## config.mk

```make
export PLATFORM = sky130hd
export DESIGN_NAME = pgw_walker
export DESIGN_NICKNAME = d
export VERILOG_FILES = /design/src/rtl/pgw_pkg.sv /design/src/rtl/pgw_entry_addr.sv /design/src/rtl/pgw_fsm.sv /design/src/rtl/pgw_walker.sv
export SDC_FILE = /design/constraint.sdc
export NUM_CORES = 1
export LEC_CHECK = 0
export BUFFER_PORTS_ARGS = -buffer_cell sky130_fd_sc_hd__buf_4
export CAP_MARGIN = 20
export CORE_ASPECT_RATIO = 0.7
export CORE_UTILIZATION = 47
export CTS_CLUSTER_SIZE = 8
export DETAILED_ROUTE_END_ITERATION = 16
export GPL_ROUTABILITY_DRIVEN = 0
export PLACE_DENSITY = 0.87
export SYNTH_ARGS = -nofsm -noshare
export SYNTH_HDL_FRONTEND = slang
export SYNTH_SLANG_ARGS = --single-unit
```

## constraint.sdc

```tcl
create_clock -name clk -period 3.05 [get_ports clk]
set_clock_uncertainty 0.2 [all_clocks]
set_input_delay 0.4575 -clock clk [delete_from_list [all_inputs] [get_ports clk]]
set_output_delay 0.4575 -clock clk [all_outputs]
set_load 0.005 [all_outputs]
```

## src/rtl/pgw_pkg.sv

```systemverilog
package pgw_pkg;

   typedef enum logic [2:0] {
      ST_IDLE,
      ST_RD_TOP,
      ST_WT_TOP,
      ST_RD_LEAF,
      ST_WT_LEAF,
      ST_DONE,
      ST_FAULT
   } walk_state_t;

   typedef enum logic [1:0] {
      FLT_NONE = 2'b00,
      FLT_TOP  = 2'b01,
      FLT_LEAF = 2'b10
   } fault_lvl_t;

endpackage

```

## src/rtl/pgw_entry_addr.sv

```systemverilog
// Forms the byte address of a table entry from a table page number and an index.
module pgw_entry_addr #(
   parameter int AW    = 32,
   parameter int OFF_W = 12,
   parameter int IDX_W = 10
) (
   input  logic [AW-OFF_W-1:0] tbl_page,
   input  logic [IDX_W-1:0]    idx,
   output logic [AW-1:0]       ent_addr
);

   localparam int SCALED_W = IDX_W + 2;

   generate
      if (SCALED_W <= OFF_W) begin : g_pack
         // scaled index fits inside the page offset: no carry, plain wiring
         assign ent_addr = {tbl_page, OFF_W'({idx, 2'b00})};
      end else begin : g_add
         // table larger than a page: a real adder is needed
         assign ent_addr = {tbl_page, {OFF_W{1'b0}}} + AW'({idx, 2'b00});
      end
   endgenerate

endmodule

```

## src/rtl/pgw_fsm.sv

```systemverilog
// Walk sequencer: holds the request, tracks the level, builds the result.
module pgw_fsm
   import pgw_pkg::*;
#(
   parameter int VA_W  = 32,
   parameter int PTE_W = 32,
   parameter int OFF_W = 12,
   parameter int L1_W  = 10,
   parameter int L2_W  = 10
) (
   input  logic                   clk,
   input  logic                   rst_n,
   input  logic                   req_valid,
   input  logic [VA_W-1:0]        req_vaddr,
   input  logic [PTE_W-OFF_W-1:0] root_pfn,
   input  logic                   mem_rsp_valid,
   input  logic [PTE_W-1:0]       mem_rsp_data,
   output logic                   req_ready,
   output logic                   mem_rd_valid,
   output logic                   sel_leaf,
   output logic [PTE_W-OFF_W-1:0] root_q,
   output logic [PTE_W-OFF_W-1:0] page_q,
   output logic [L1_W-1:0]        top_idx,
   output logic [L2_W-1:0]        leaf_idx,
   output logic                   res_valid,
   output logic [PTE_W-1:0]       res_paddr,
   output logic                   res_fault,
   output logic [1:0]             res_fault_lvl
);

   localparam int PG_W = PTE_W - OFF_W;

   walk_state_t      state_q;
   fault_lvl_t       flt_q;
   logic [VA_W-1:0]  va_q;
   logic             present;
   logic [PG_W-1:0]  rsp_page;
   logic             unused_attr_bits;

   assign present          = mem_rsp_data[0];
   assign rsp_page         = mem_rsp_data[PTE_W-1:OFF_W];
   assign unused_attr_bits = ^mem_rsp_data[OFF_W-1:1];

   always_ff @(posedge clk or negedge rst_n) begin
      if (!rst_n) begin
         state_q <= ST_IDLE;
         flt_q   <= FLT_NONE;
         va_q    <= '0;
         root_q  <= '0;
         page_q  <= '0;
      end else begin
         case (state_q)
            ST_IDLE: if (req_valid) begin
               va_q    <= req_vaddr;
               root_q  <= root_pfn;
               state_q <= ST_RD_TOP;
            end
            ST_RD_TOP: state_q <= ST_WT_TOP;
            ST_WT_TOP: if (mem_rsp_valid) begin
               if (present) begin
                  page_q  <= rsp_page;
                  state_q <= ST_RD_LEAF;
               end else begin
                  flt_q   <= FLT_TOP;
                  state_q <= ST_FAULT;
               end
            end
            ST_RD_LEAF: state_q <= ST_WT_LEAF;
            ST_WT_LEAF: if (mem_rsp_valid) begin
               if (present) begin
                  page_q  <= rsp_page;
                  flt_q   <= FLT_NONE;
                  state_q <= ST_DONE;
               end else begin
                  flt_q   <= FLT_LEAF;
                  state_q <= ST_FAULT;
               end
            end
            default: state_q <= ST_IDLE;
         endcase
      end
   end

   assign req_ready     = (state_q == ST_IDLE);
   assign mem_rd_valid  = (state_q == ST_RD_TOP) || (state_q == ST_RD_LEAF);
   assign sel_leaf      = (state_q == ST_RD_LEAF);
   assign top_idx       = va_q[VA_W-1 -: L1_W];
   assign leaf_idx      = va_q[OFF_W +: L2_W];
   assign res_valid     = (state_q == ST_DONE) || (state_q == ST_FAULT);
   assign res_fault     = (state_q == ST_FAULT);
   assign res_fault_lvl = (state_q == ST_FAULT) ? flt_q : FLT_NONE;
   assign res_paddr     = (state_q == ST_DONE) ? {page_q, va_q[OFF_W-1:0]} : '0;

   // one read strobe per issue
   assert_read_pulse_R8: assert property (@(posedge clk) disable iff (!rst_n)
      mem_rd_valid |=> !mem_rd_valid);
   // result lasts one cycle
   assert_res_pulse_R9: assert property (@(posedge clk) disable iff (!rst_n)
      res_valid |=> !res_valid);
   // busy right after acceptance
   assert_busy_R7: assert property (@(posedge clk) disable iff (!rst_n)
      (req_valid && req_ready) |=> !req_ready);
   // an accepted request launches the root read next cycle
   assert_launch_R2: assert property (@(posedge clk) disable iff (!rst_n)
      (req_valid && req_ready) |=> (mem_rd_valid && !sel_leaf));
   // missing root entry faults at level one
   assert_top_fault_R5: assert property (@(posedge clk) disable iff (!rst_n)
      (state_q == ST_WT_TOP && mem_rsp_valid && !present)
      |=> (res_valid && res_fault && res_fault_lvl == FLT_TOP && !mem_rd_valid));
   // missing leaf entry faults at level two
   assert_leaf_fault_R6: assert property (@(posedge clk) disable iff (!rst_n)
      (state_q == ST_WT_LEAF && mem_rsp_valid && !present)
      |=> (res_valid && res_fault && res_fault_lvl == FLT_LEAF));
   // frame of the leaf entry appears in the result
   assert_frame_R4: assert property (@(posedge clk) disable iff (!rst_n)
      (state_q == ST_WT_LEAF && mem_rsp_valid && present)
      |=> (res_valid && !res_fault && res_paddr[PTE_W-1:OFF_W] == $past(rsp_page)));

endmodule

```

## src/rtl/pgw_walker.sv

```systemverilog
// Two-level page table walker, top level.
module pgw_walker #(
   parameter int VA_W  = 32,
   parameter int PTE_W = 32,
   parameter int OFF_W = 12,
   parameter int L1_W  = 10,
   parameter int L2_W  = 10
) (
   input  logic                   clk,
   input  logic                   rst_n,
   input  logic [PTE_W-OFF_W-1:0] root_pfn,
   input  logic                   req_valid,
   input  logic [VA_W-1:0]        req_vaddr,
   output logic                   req_ready,
   output logic                   mem_rd_valid,
   output logic [PTE_W-1:0]       mem_rd_addr,
   input  logic                   mem_rsp_valid,
   input  logic [PTE_W-1:0]       mem_rsp_data,
   output logic                   res_valid,
   output logic [PTE_W-1:0]       res_paddr,
   output logic                   res_fault,
   output logic [1:0]             res_fault_lvl
);

   localparam int PG_W  = PTE_W - OFF_W;
   localparam int IDX_W = (L1_W > L2_W) ? L1_W : L2_W;

   generate
      if (VA_W != L1_W + L2_W + OFF_W) begin : g_bad_split
         $error("address fields do not add up to VA_W");
      end
      if (PTE_W <= OFF_W + 1) begin : g_bad_entry
         $error("entry too narrow for a page number and a present flag");
      end
      if (IDX_W + 2 > PTE_W) begin : g_bad_index
         $error("index too wide for the entry address");
      end
   endgenerate

   logic             sel_leaf;
   logic [PG_W-1:0]  root_q;
   logic [PG_W-1:0]  page_q;
   logic [L1_W-1:0]  top_idx;
   logic [L2_W-1:0]  leaf_idx;
   logic [PG_W-1:0]  tbl_page;
   logic [IDX_W-1:0] ent_idx;

   pgw_fsm #(
      .VA_W (VA_W), .PTE_W(PTE_W), .OFF_W(OFF_W), .L1_W(L1_W), .L2_W(L2_W)
   ) u_fsm (
      .clk           (clk),
      .rst_n         (rst_n),
      .req_valid     (req_valid),
      .req_vaddr     (req_vaddr),
      .root_pfn      (root_pfn),
      .mem_rsp_valid (mem_rsp_valid),
      .mem_rsp_data  (mem_rsp_data),
      .req_ready     (req_ready),
      .mem_rd_valid  (mem_rd_valid),
      .sel_leaf      (sel_leaf),
      .root_q        (root_q),
      .page_q        (page_q),
      .top_idx       (top_idx),
      .leaf_idx      (leaf_idx),
      .res_valid     (res_valid),
      .res_paddr     (res_paddr),
      .res_fault     (res_fault),
      .res_fault_lvl (res_fault_lvl)
   );

   // one shared address unit, steered by the current level
   assign tbl_page = sel_leaf ? page_q : root_q;
   assign ent_idx  = sel_leaf ? IDX_W'(leaf_idx) : IDX_W'(top_idx);

   pgw_entry_addr #(
      .AW (PTE_W), .OFF_W(OFF_W), .IDX_W(IDX_W)
   ) u_addr (
      .tbl_page (tbl_page),
      .idx      (ent_idx),
      .ent_addr (mem_rd_addr)
   );

   // entry addresses are word aligned
   assert_aligned_R3: assert property (@(posedge clk) disable iff (!rst_n)
      mem_rd_valid |-> (mem_rd_addr[1:0] == 2'b00));

endmodule

```

==> flow_metrics.py, run 1 <==
metrics = {
    "routing": {
        "route.detailed.drc": 0,
        "ant_nets": 0,
        "routed_wl_mm": 8.30,
        "vias": 2535,
        "drt_iter0_markers": 98,
        "vias_per_cell": 4.98,
        "wl_per_cell_um": 16.3,
        "dr.pass1.iters": 4,
    },
    "worst_setup_path": {
        "cpMostUsedCell": "buf_4",
        "crit_start": "u_fsm.state_q[2]",
        "critPathMaxFanout": 15,
        "rr_startpoint": "u_fsm.state_q[2]",
        "crit_type": "reg -> out",
        "critPathArrivalTime_ns": 2.01,
        "crit_chain": "and2b_1 > nand2_1 > buf_4 > mux2_2 > buf_4",
        "cp-start-kind": "register",
        "crit_buf_inv": 2,
        "max_stage_delay_ns": 0.57,
        "required_ns": 2.39,
        "cp_top_family": "flip-flops",
        "worst_setup_path_end_kind": "primary output",
        "slowest_stage": "dfrtp_1",
    },
    "grt": {
        "grt_pass1_wl_mm": 13.2,
        "grt_use_met2_pct": 32.7,
        "track_usage_pct": 21.0,
        "grt_use_met1_pct": 27.8,
        "grt_start_max_net_pins": 78,
        "grt_pass1_vias": 2581,
        "grt-busiest-layer": "met2",
        "use_met3_pct": 5.90,
        "grt_overflow": 0,
        "antenna_found_initial": 0,
    },
    "sta": {
        "worst_pin_slew_ns": 0.949,
        "hold_viol_final": 0,
        "fin_crit_ns": 2.66,
        "period_share_pct": 87.3,
        "finalMaxSlewViolations": 0,
        "max-slew-margin-rel_pct": 36.7,
        "clock.fmax_ghz": 0.376,
        "rsz0062_at_grt": "false",
        "setup_viol": 0,
        "fin_setup_tns_ns": 0,
    },
    "synth": {
        "ys_warn_count": 0,
        "syn_area_per_cell_um2": 14.1,
        "async_flop_share_pct": 100,
        "synthCells": 264,
        "synth_area_um2": 3730,
        "synth_edf_count": 0,
        "synth_seq_area_share_pct": 51.6,
        "synth_ff_type": "dfrtp_1",
        "ys_types": 29,
        "ys_ff_latch": 77,
    },
    "cts": {
        "clkSinkCount": 77,
        "clock_latency_ns": 0.33,
        "clockBufferDepth": 2,
        "clockRootBuffer": "clkbuf_16",
        "postCtsSetupBuffers": 0,
        "cts_htree_levels": 3,
        "post_cts_resized": 0,
        "clkTransAtPathRegs_ns": 0.06,
        "cts_tree": "done",
        "cts_hold_buf": 0,
        "cts_buffers": 9,
    },
    "worst_hold_path": {
        "hp-class": "in -> async",
    },
    "cells_and_area": {
        "area_growth_pct": 37.9,
        "final_area_um2": 5150,
        "finalNetCount": 495,
        "final_cell_mix": "buf_4, mux2_2, dfrtp_1",
        "nFillCells": 541,
        "layout-drive-gt1-share_pct": 65.9,
        "mostFrequentLayoutCell": "buf_4",
        "antenna_cells": 0,
    },
    "power": {
        "p_leak_nw": 2.47,
        "switchingPower_w": 0.00141,
        "fin_total_pwr_w": 0.00503,
        "p_clk_share_pct": 21.8,
        "p_int_w": 0.00362,
        "vdd_drop_max_mv": 0.536,
        "pwr_density_cell_nw_per_um2": 978,
        "seqPwrFrac_pct": 37.3,
        "pwr-share-comb_pct": 40.8,
        "swShare_pct": 28.1,
    },
    "floorplanning": {
        "fp.dieW_um": 109,
        "row_count": 26,
        "dieArea_um2": 8310,
        "start_util_pct": 49.9,
        "fp.coreArea_um2": 7480,
        "num_io_pins": 158,
        "die_height_um": 76.6,
    },
    "job": {
        "cap_violations": 0,
    },
    "placement": {
        "port_buffers": 144,
        "dp_hpwl_mm": 5.77,
        "place_area_um2": 4840,
    },
    "outcome": {
        "status": "completed",
    },
}
[per-layer routing]
metal	vias up	wire length, µm
li1	1197	-
met1	1220	3810
met2	102	3780
met3	16	545
met4	0	164
met5	-	0
[final cells by class]
type / instances / area (µm²) / area share [%]
clock inverters: 4 / 73.8 / 1.43
clock buffers: 11 / 233 / 4.52
repair buffers: 150 / 1140 / 22.1
flip-flops and latches: 77 / 1930 / 37.4
multi-input cells: 167 / 1640 / 31.9
well taps: 98 / 123 / 2.38
inverters: 2 / 7.51 / 0.146
[worst register-to-register path, stage by stage (launching register included)]
cell and delay (ns):
dfrtp_1 0.51, nor3_1 0.28, and2_2 0.54, buf_12 0.29, mux2_2 0.39
[kinds of logic after synthesis]
group / share of synthesized area, %
mux: 32.8
flops: 51.6
simple gates: 9.08
buf+inv: 4.53
compound gates: 1.21
xor+xnor: 0.671
other cells: 0.100
[registers in the layout, indices dropped and copies added, names as in the netlist]
register       cells
u_fsm.state_q      3
u_fsm.va_q        32
u_fsm.flt_q        2
u_fsm.page_q      20
u_fsm.root_q      20
[power by group through the flow]
stage	combinational, W	sequential, W	clock [W]
3_3_place_gp	0.00201	0.00183	0
3_5_place_dp	0.00206	0.00189	0
6_report	0.00205	0.00188	0.00110
5_1_grt	0.00222	0.00196	0.00117
4_1_cts	0.00208	0.00188	0.00114
2_1_floorplan	0.00143	0.00174	0
[Yosys cell counts (all sizes together), types with 2 or more instances]
cell    number  area share, %
mux2       102             33
dfrtp       77             52
and2        35            5.9
buf         16            4.0
nand2        4           0.40
clkbuf       3           0.30
nor2         3           0.30
inv          2           0.20
nor2b        2           0.34
nor3b        2           0.70
o21ai        2           0.27
o22ai        2           0.34
[per-stage QoR]
step                      utilization [%]  hold slack (ns)  setup WS [ns]  instances
final                                68.8           0.0912          0.387        509
after global routing                 68.8            0.144          0.272        509
after CTS                            68.8            0.126          0.389        509
after detailed placement             64.7            0.287          0.742        494
after global placement               64.7            0.281          0.776        494
after floorplan                         -          -0.0381           1.09        265
[final timing paths]
path | end | slack [ns] | cells after the start
min | u_fsm.page_q[7] | 0.09 | 1
max reg2reg | u_fsm.root_q[7] | 0.73 | 4
min in group clk | u_fsm.page_q[19] | 0.16 | 2
max | mem_rd_addr[30] | 0.39 | 5
min reg2reg | u_fsm.va_q[11] | 0.30 | 1
max in group asynchronous | u_fsm.va_q[23] | 1.95 | 1
Power figures use the tool's default switching activity.
==> run 2: changes to the inputs <==
--- a/config.mk
+++ b/config.mk
@@ -7,12 +7,14 @@
 export LEC_CHECK = 0
 export BUFFER_PORTS_ARGS = -buffer_cell sky130_fd_sc_hd__buf_4
 export CAP_MARGIN = 20
+export CELL_PAD_IN_SITES_DETAIL_PLACEMENT = 0
+export CELL_PAD_IN_SITES_GLOBAL_PLACEMENT = 1
 export CORE_ASPECT_RATIO = 0.7
-export CORE_UTILIZATION = 47
+export CORE_UTILIZATION = 40
 export CTS_CLUSTER_SIZE = 8
 export DETAILED_ROUTE_END_ITERATION = 16
 export GPL_ROUTABILITY_DRIVEN = 0
-export PLACE_DENSITY = 0.87
+export PLACE_DENSITY = 0.93
 export SYNTH_ARGS = -nofsm -noshare
 export SYNTH_HDL_FRONTEND = slang
 export SYNTH_SLANG_ARGS = --single-unit
==> run 2 against run 1 <==
  * Non-clock buffer count shrank 1
  * Critical path depth is the same
  * Count of clock-buffer cells in the layout is the same
  * Via count grew 1.6%
  * Combinational power is essentially flat
  * Core utilization shrank 12 points
  * Sequential power is essentially flat
  * Cell count grew 4.9%
  * Register-to-register slack gained 0.32 ns
  * Largest cell class unchanged
  * Highest routed layer unchanged
==> flow_metrics.py, run 2 (synthesis gave the netlist of run 1 again) <==
metrics = {
    "routing": {
        "wl_met3_um": 582,
        "routed_wl_mm": 8.55,
        "ant_nets": 0,
        "dr.pass1.iters": 4,
        "wl_per_cell_um": 16.0,
        "vias_per_cell": 4.82,
        "drt_iter0_markers": 98,
        "wl_met2_mm": 4.23,
        "vias": 2576,
        "top_layer_used": "met4",
        "routedLengthMet1_mm": 3.60,
        "route.detailed.drc": 0,
    },
    "grt": {
        "grt_start_max_net_pins": 78,
        "grt_overflow": 0,
        "antenna_found_initial": 0,
        "grt_pass1_wl_mm": 14.0,
        "grt_pass1_vias": 2729,
        "track_usage_pct": 18.8,
    },
    "sta": {
        "fin_crit_ns": 2.86,
        "finalMaxSlewViolations": 0,
        "setup_viol": 0,
        "hold_viol_final": 0,
        "max-slew-margin-rel_pct": 34.8,
        "clock.fmax_ghz": 0.349,
        "worst_pin_slew_ns": 0.978,
        "setup_ws_ns": 0.188,
        "fin_setup_tns_ns": 0,
        "period_share_pct": 93.8,
        "rsz0062_at_grt": "false",
    },
    "cells_and_area": {
        "final_cell_mix": "buf_4, mux2_2, dfrtp_1",
        "finalNetCount": 494,
        "final_area_um2": 5160,
        "largest_reg_flops": 32,
        "top_regs": "u_fsm.va_q: 32 flops, u_fsm.page_q: 20 flops, u_fsm.root_q: 20 flops",
        "seq_area_um2": 1930,
        "antenna_cells": 0,
        "layout-drive-gt1-share_pct": 66.3,
        "multi_input_area_um2": 1640,
        "nFillCells": 783,
        "top_register": "u_fsm.va_q",
        "mostFrequentLayoutCell": "buf_4",
        "area_growth_pct": 38.4,
    },
    "power": {
        "fin_total_pwr_w": 0.00500,
        "switchingPower_w": 0.00142,
        "p_int_w": 0.00357,
        "p_clk_share_pct": 21.3,
        "p_leak_nw": 2.46,
        "pwr_density_cell_nw_per_um2": 967,
        "seqPwrFrac_pct": 37.6,
        "vdd_drop_max_mv": 0.405,
        "swShare_pct": 28.5,
        "pwr-share-comb_pct": 41.1,
    },
    "cts": {
        "clock_latency_ns": 0.33,
        "cts_htree_levels": 3,
        "cts_hold_buf": 0,
        "postCtsSetupBuffers": 0,
        "post_cts_resized": 0,
        "cts_tree": "done",
        "clockRootBuffer": "clkbuf_16",
        "clkTransAtPathRegs_ns": 0.06,
        "clockBufferDepth": 2,
        "cts_buffers": 9,
        "clkSinkCount": 77,
    },
    "placement": {
        "dp_hpwl_mm": 5.82,
        "pre_cts_slack_ns": 0.519,
        "port_buffers": 144,
        "place_area_um2": 4860,
    },
    "worst_setup_path": {
        "critPathArrivalTime_ns": 2.20,
        "cp-start-kind": "register",
        "required_ns": 2.39,
        "critPathMaxFanout": 13,
        "crit_type": "reg -> out",
        "worst_setup_path_end_kind": "primary output",
    },
    "floorplanning": {
        "row_count": 29,
        "fp.coreArea_um2": 9070,
        "num_io_pins": 158,
        "dieArea_um2": 9730,
        "die_height_um": 82.8,
        "start_util_pct": 41.1,
        "fp.dieW_um": 117,
    },
    "worst_hold_path": {
        "hp-class": "in -> async",
    },
    "outcome": {
        "status": "completed",
    },
    "job": {
        "cap_violations": 0,
    },
}
-- run 2: routing by layer --
layer / vias up / GRT usage (%)
li1: 1185 / -
met1: 1277 / 22.8
met2: 102 / 31.3
met3: 12 / 6.11
met4: 0 / 6.99
met5: - / 0
-- run 2: layout make-up --
type,instances,share of cell area [%]
sequential,77,37.3
multi-input combinational,167,31.8
timing repair buffer,149,21.9
clock buffer,11,4.89
tap,124,3.00
clock inverter,4,0.921
inverter,2,0.145
-- run 2: worst paths after layout --
path,start,end,slack (ns),cells after the start
worst max-delay path,u_fsm.state_q[2],mem_rd_addr[17],0.19,5
worst min register to register,u_fsm.va_q[9],u_fsm.va_q[9],0.30,1
max in group asynchronous,rst_n,u_fsm.va_q[16],1.94,1
worst min-delay path,rst_n,u_fsm.page_q[8],0.09,1
worst max register to register,u_fsm.state_q[1],u_fsm.page_q[14],1.05,4
min in group clk,req_vaddr[30],u_fsm.va_q[30],0.16,2
-- run 2: per-stage QoR --
step           instances  hold slack (ns)  utilization (%)
5_1_grt              534            0.142             56.9
6_report             534           0.0860             56.9
2_1_floorplan        265          -0.0381                -
4_1_cts              534            0.122             56.9
3_5_place_dp         519            0.288             53.6
3_3_place_gp         519            0.281             53.6
-- run 2: worst max-delay path, cell delays in order, from the launching register on --
cell,delay [ns]
dfrtp_1,0.55
and2b_1,0.24
nand2_1,0.27
buf_4,0.30
mux2_2,0.37
buf_4,0.14
-- run 2: power by group through the flow --
| stage | Sequential, W | Clock (W) | Combinational, W |
|---|---|---|---|
| detailed placement | 0.00189 | 0 | 0.00207 |
| global placement | 0.00184 | 0 | 0.00202 |
| floorplan | 0.00174 | 0 | 0.00143 |
| finish | 0.00188 | 0.00107 | 0.00205 |
| global route | 0.00195 | 0.00115 | 0.00222 |
| CTS | 0.00188 | 0.00110 | 0.00209 |
==> run 3: changes to the inputs <==
--- a/config.mk
+++ b/config.mk
@@ -10,11 +10,11 @@
 export CELL_PAD_IN_SITES_DETAIL_PLACEMENT = 0
 export CELL_PAD_IN_SITES_GLOBAL_PLACEMENT = 1
 export CORE_ASPECT_RATIO = 0.7
-export CORE_UTILIZATION = 40
+export CORE_UTILIZATION = 34
 export CTS_CLUSTER_SIZE = 8
 export DETAILED_ROUTE_END_ITERATION = 16
 export GPL_ROUTABILITY_DRIVEN = 0
-export PLACE_DENSITY = 0.93
+export PLACE_DENSITY = 0.85
 export SYNTH_ARGS = -nofsm -noshare
 export SYNTH_HDL_FRONTEND = slang
 export SYNTH_SLANG_ARGS = --single-unit
==> constraint.sdc (replaced) <==
create_clock -name clk -period 2.3 [get_ports clk]
set_clock_uncertainty 0.2 [all_clocks]
set_input_delay 0.345 -clock clk [delete_from_list [all_inputs] [get_ports clk]]
set_output_delay 0.345 -clock clk [all_outputs]
set_load 0.005 [all_outputs]
==> run 3 against run 2 <==
  * Total power grew 36%
  * Routed wire length shrank 3.2%
  * Flip-flop and latch count is the same
  * Combinational power grew 41%
  * First-iteration DRC count shrank 40%
  * Critical path type unchanged
  * Largest cell class unchanged
  * Highest routed layer unchanged
==> flow_metrics.py, run 3 (synthesis gave the netlist of run 1 again) <==
metrics = {
    "outcome": {
        "status": "completed",
    },
    "worst_hold_path": {
        "hp-class": "in -> reg",
        "worstHoldStart": "root_pfn[0]",
    },
    "cells_and_area": {
        "layout-drive-gt1-share_pct": 67.3,
        "top_regs": "u_fsm.va_q: 32 flops, u_fsm.page_q: 20 flops, u_fsm.root_q: 20 flops",
        "top_register": "u_fsm.va_q",
        "finalNetCount": 500,
        "seq_area_um2": 1930,
        "antenna_cells": 0,
        "instances_no_fill": 564,
        "multi_input_area_um2": 1650,
        "final_cell_mix": "buf_4, mux2_2, dfrtp_1",
        "nFillCells": 936,
        "mostFrequentLayoutCell": "buf_4",
        "area_growth_pct": 43.1,
        "largest_reg_flops": 32,
    },
    "floorplanning": {
        "fp.coreArea_um2": 10500,
        "row_count": 31,
        "start_util_pct": 35.5,
        "num_io_pins": 158,
        "fp.dieW_um": 127,
        "die_height_um": 89.7,
        "dieArea_um2": 11400,
    },
    "worst_setup_path": {
        "max_stage_delay_ns": 0.37,
        "cp-start-kind": "register",
        "crit_buf_inv": 2,
        "critPathArrivalTime_ns": 1.67,
        "crit_chain": "and2b_1 > nand2_2 > buf_12 > mux2_2 > buf_4",
        "required_ns": 1.75,
        "critPathMaxFanout": 16,
        "rr_startpoint": "u_fsm.state_q[1]",
        "crit_start": "u_fsm.state_q[0]",
        "crit_type": "reg -> out",
        "slowest_stage": "dfrtp_1",
        "cp_top_family": "flip-flops",
        "worst_setup_path_end_kind": "primary output",
    },
    "grt": {
        "grt_pass1_wl_mm": 13.1,
        "track_usage_pct": 15.2,
        "grt_overflow": 0,
        "antenna_found_initial": 0,
        "grt_start_max_net_pins": 41,
        "grt_pass1_vias": 2593,
    },
    "routing": {
        "drt_iter0_markers": 59,
        "routed_wl_mm": 8.27,
        "route.detailed.drc": 0,
        "ant_nets": 0,
        "vias_per_cell": 4.51,
        "dr.pass1.iters": 4,
        "vias": 2542,
        "wl_per_cell_um": 14.7,
    },
    "sta": {
        "fin_setup_tns_ns": 0,
        "rsz0062_at_grt": "false",
        "fin_crit_ns": 2.21,
        "setup_ws_ns": 0.0860,
        "hold_viol_final": 0,
        "period_share_pct": 96.3,
        "max-slew-margin-rel_pct": 65.8,
        "finalMaxSlewViolations": 0,
        "setup_viol": 0,
        "worst_pin_slew_ns": 0.513,
        "clock.fmax_ghz": 0.452,
    },
    "cts": {
        "cts_htree_levels": 3,
        "clkTransAtPathRegs_ns": 0.06,
        "cts_tree": "done",
        "cts_buffers": 9,
        "clock_latency_ns": 0.32,
        "clkSinkCount": 77,
        "clockRootBuffer": "clkbuf_16",
        "clockBufferDepth": 2,
    },
    "power": {
        "fin_total_pwr_w": 0.00679,
        "vdd_drop_max_mv": 0.496,
        "pwr_density_cell_nw_per_um2": 1270,
        "p_leak_nw": 2.53,
    },
    "placement": {
        "placedCellCount": 547,
        "port_buffers": 144,
        "pre_cts_slack_ns": 0.270,
        "dp_hpwl_mm": 5.84,
    },
    "job": {
        "cap_violations": 0,
    },
}
[run 3: final timing paths]
| check | endpoint | slack, ns | cells after the start |
|---|---|---|---|
| max reg2reg | u_fsm.root_q[17] | 0.28 | 5 |
| min reg2reg | u_fsm.va_q[3] | 0.30 | 1 |
| min | u_fsm.root_q[0] | 0.05 | 2 |
| max | mem_rd_addr[27] | 0.09 | 5 |
| min in group asynchronous | u_fsm.page_q[2] | 0.33 | 2 |
| max in group asynchronous | u_fsm.state_q[1] | 0.94 | 3 |
[run 3: power by group]
| part | total, W | leakage, nW | internal, W | switching [W] |
|---|---|---|---|---|
| clock network | 0.00148 | 0.158 | 0.000967 | 0.000514 |
| registers | 0.00242 | 0.911 | 0.00205 | 0.000369 |
| logic | 0.00289 | 1.46 | 0.00191 | 0.000980 |
| total | 0.00679 | 2.53 | 0.00493 | 0.00186 |
[run 3: area by class of cell]
type	count	share of cell area, %
timing repair buffer	155	23.5
clock buffer	10	4.47
multi-input combinational	167	31.0
inverter	2	0.141
sequential	77	36.1
tap	148	3.47
clock inverter	5	1.41
[run 3: worst reg2reg max path: stages (launching register included)]
cell and delay (ns):
dfrtp_2 0.48, buf_4 0.18, nor3_1 0.21, and2_2 0.24, buf_12 0.22, mux2_2 0.38
[run 3: timing repair]
item | in CTS | in global routing
endpoints found under the setup margin | 16 | 39
pin swaps | 0 | 0
setup buffers | 0 | 1
endpoints found under the hold margin | 37 | 0
resized for setup | 3 | 3
hold buffers | 1 | 0
[run 3: metal layers]
metal / up-vias / wire (µm) / GRT usage [%]
met3: 8 / 489 / 5.04
li1: 1200 / - / -
met5: - / 0 / 0
met4: 0 / 76 / 4.87
met2: 91 / 3810 / 24.2
met1: 1243 / 3890 / 19.8
[run 3: per-stage QoR]
step | utilization [%] | hold WS, ns | instance area, µm²
3_5_place_dp | 47.4 | 0.154 | 4990
3_3_place_gp | 47.4 | 0.146 | 4990
5_1_grt | 50.8 | 0.0248 | 5340
6_report | 50.8 | 0.0456 | 5340
4_1_cts | 50.6 | 0.0288 | 5320
2_1_floorplan | - | -0.151 | 3740
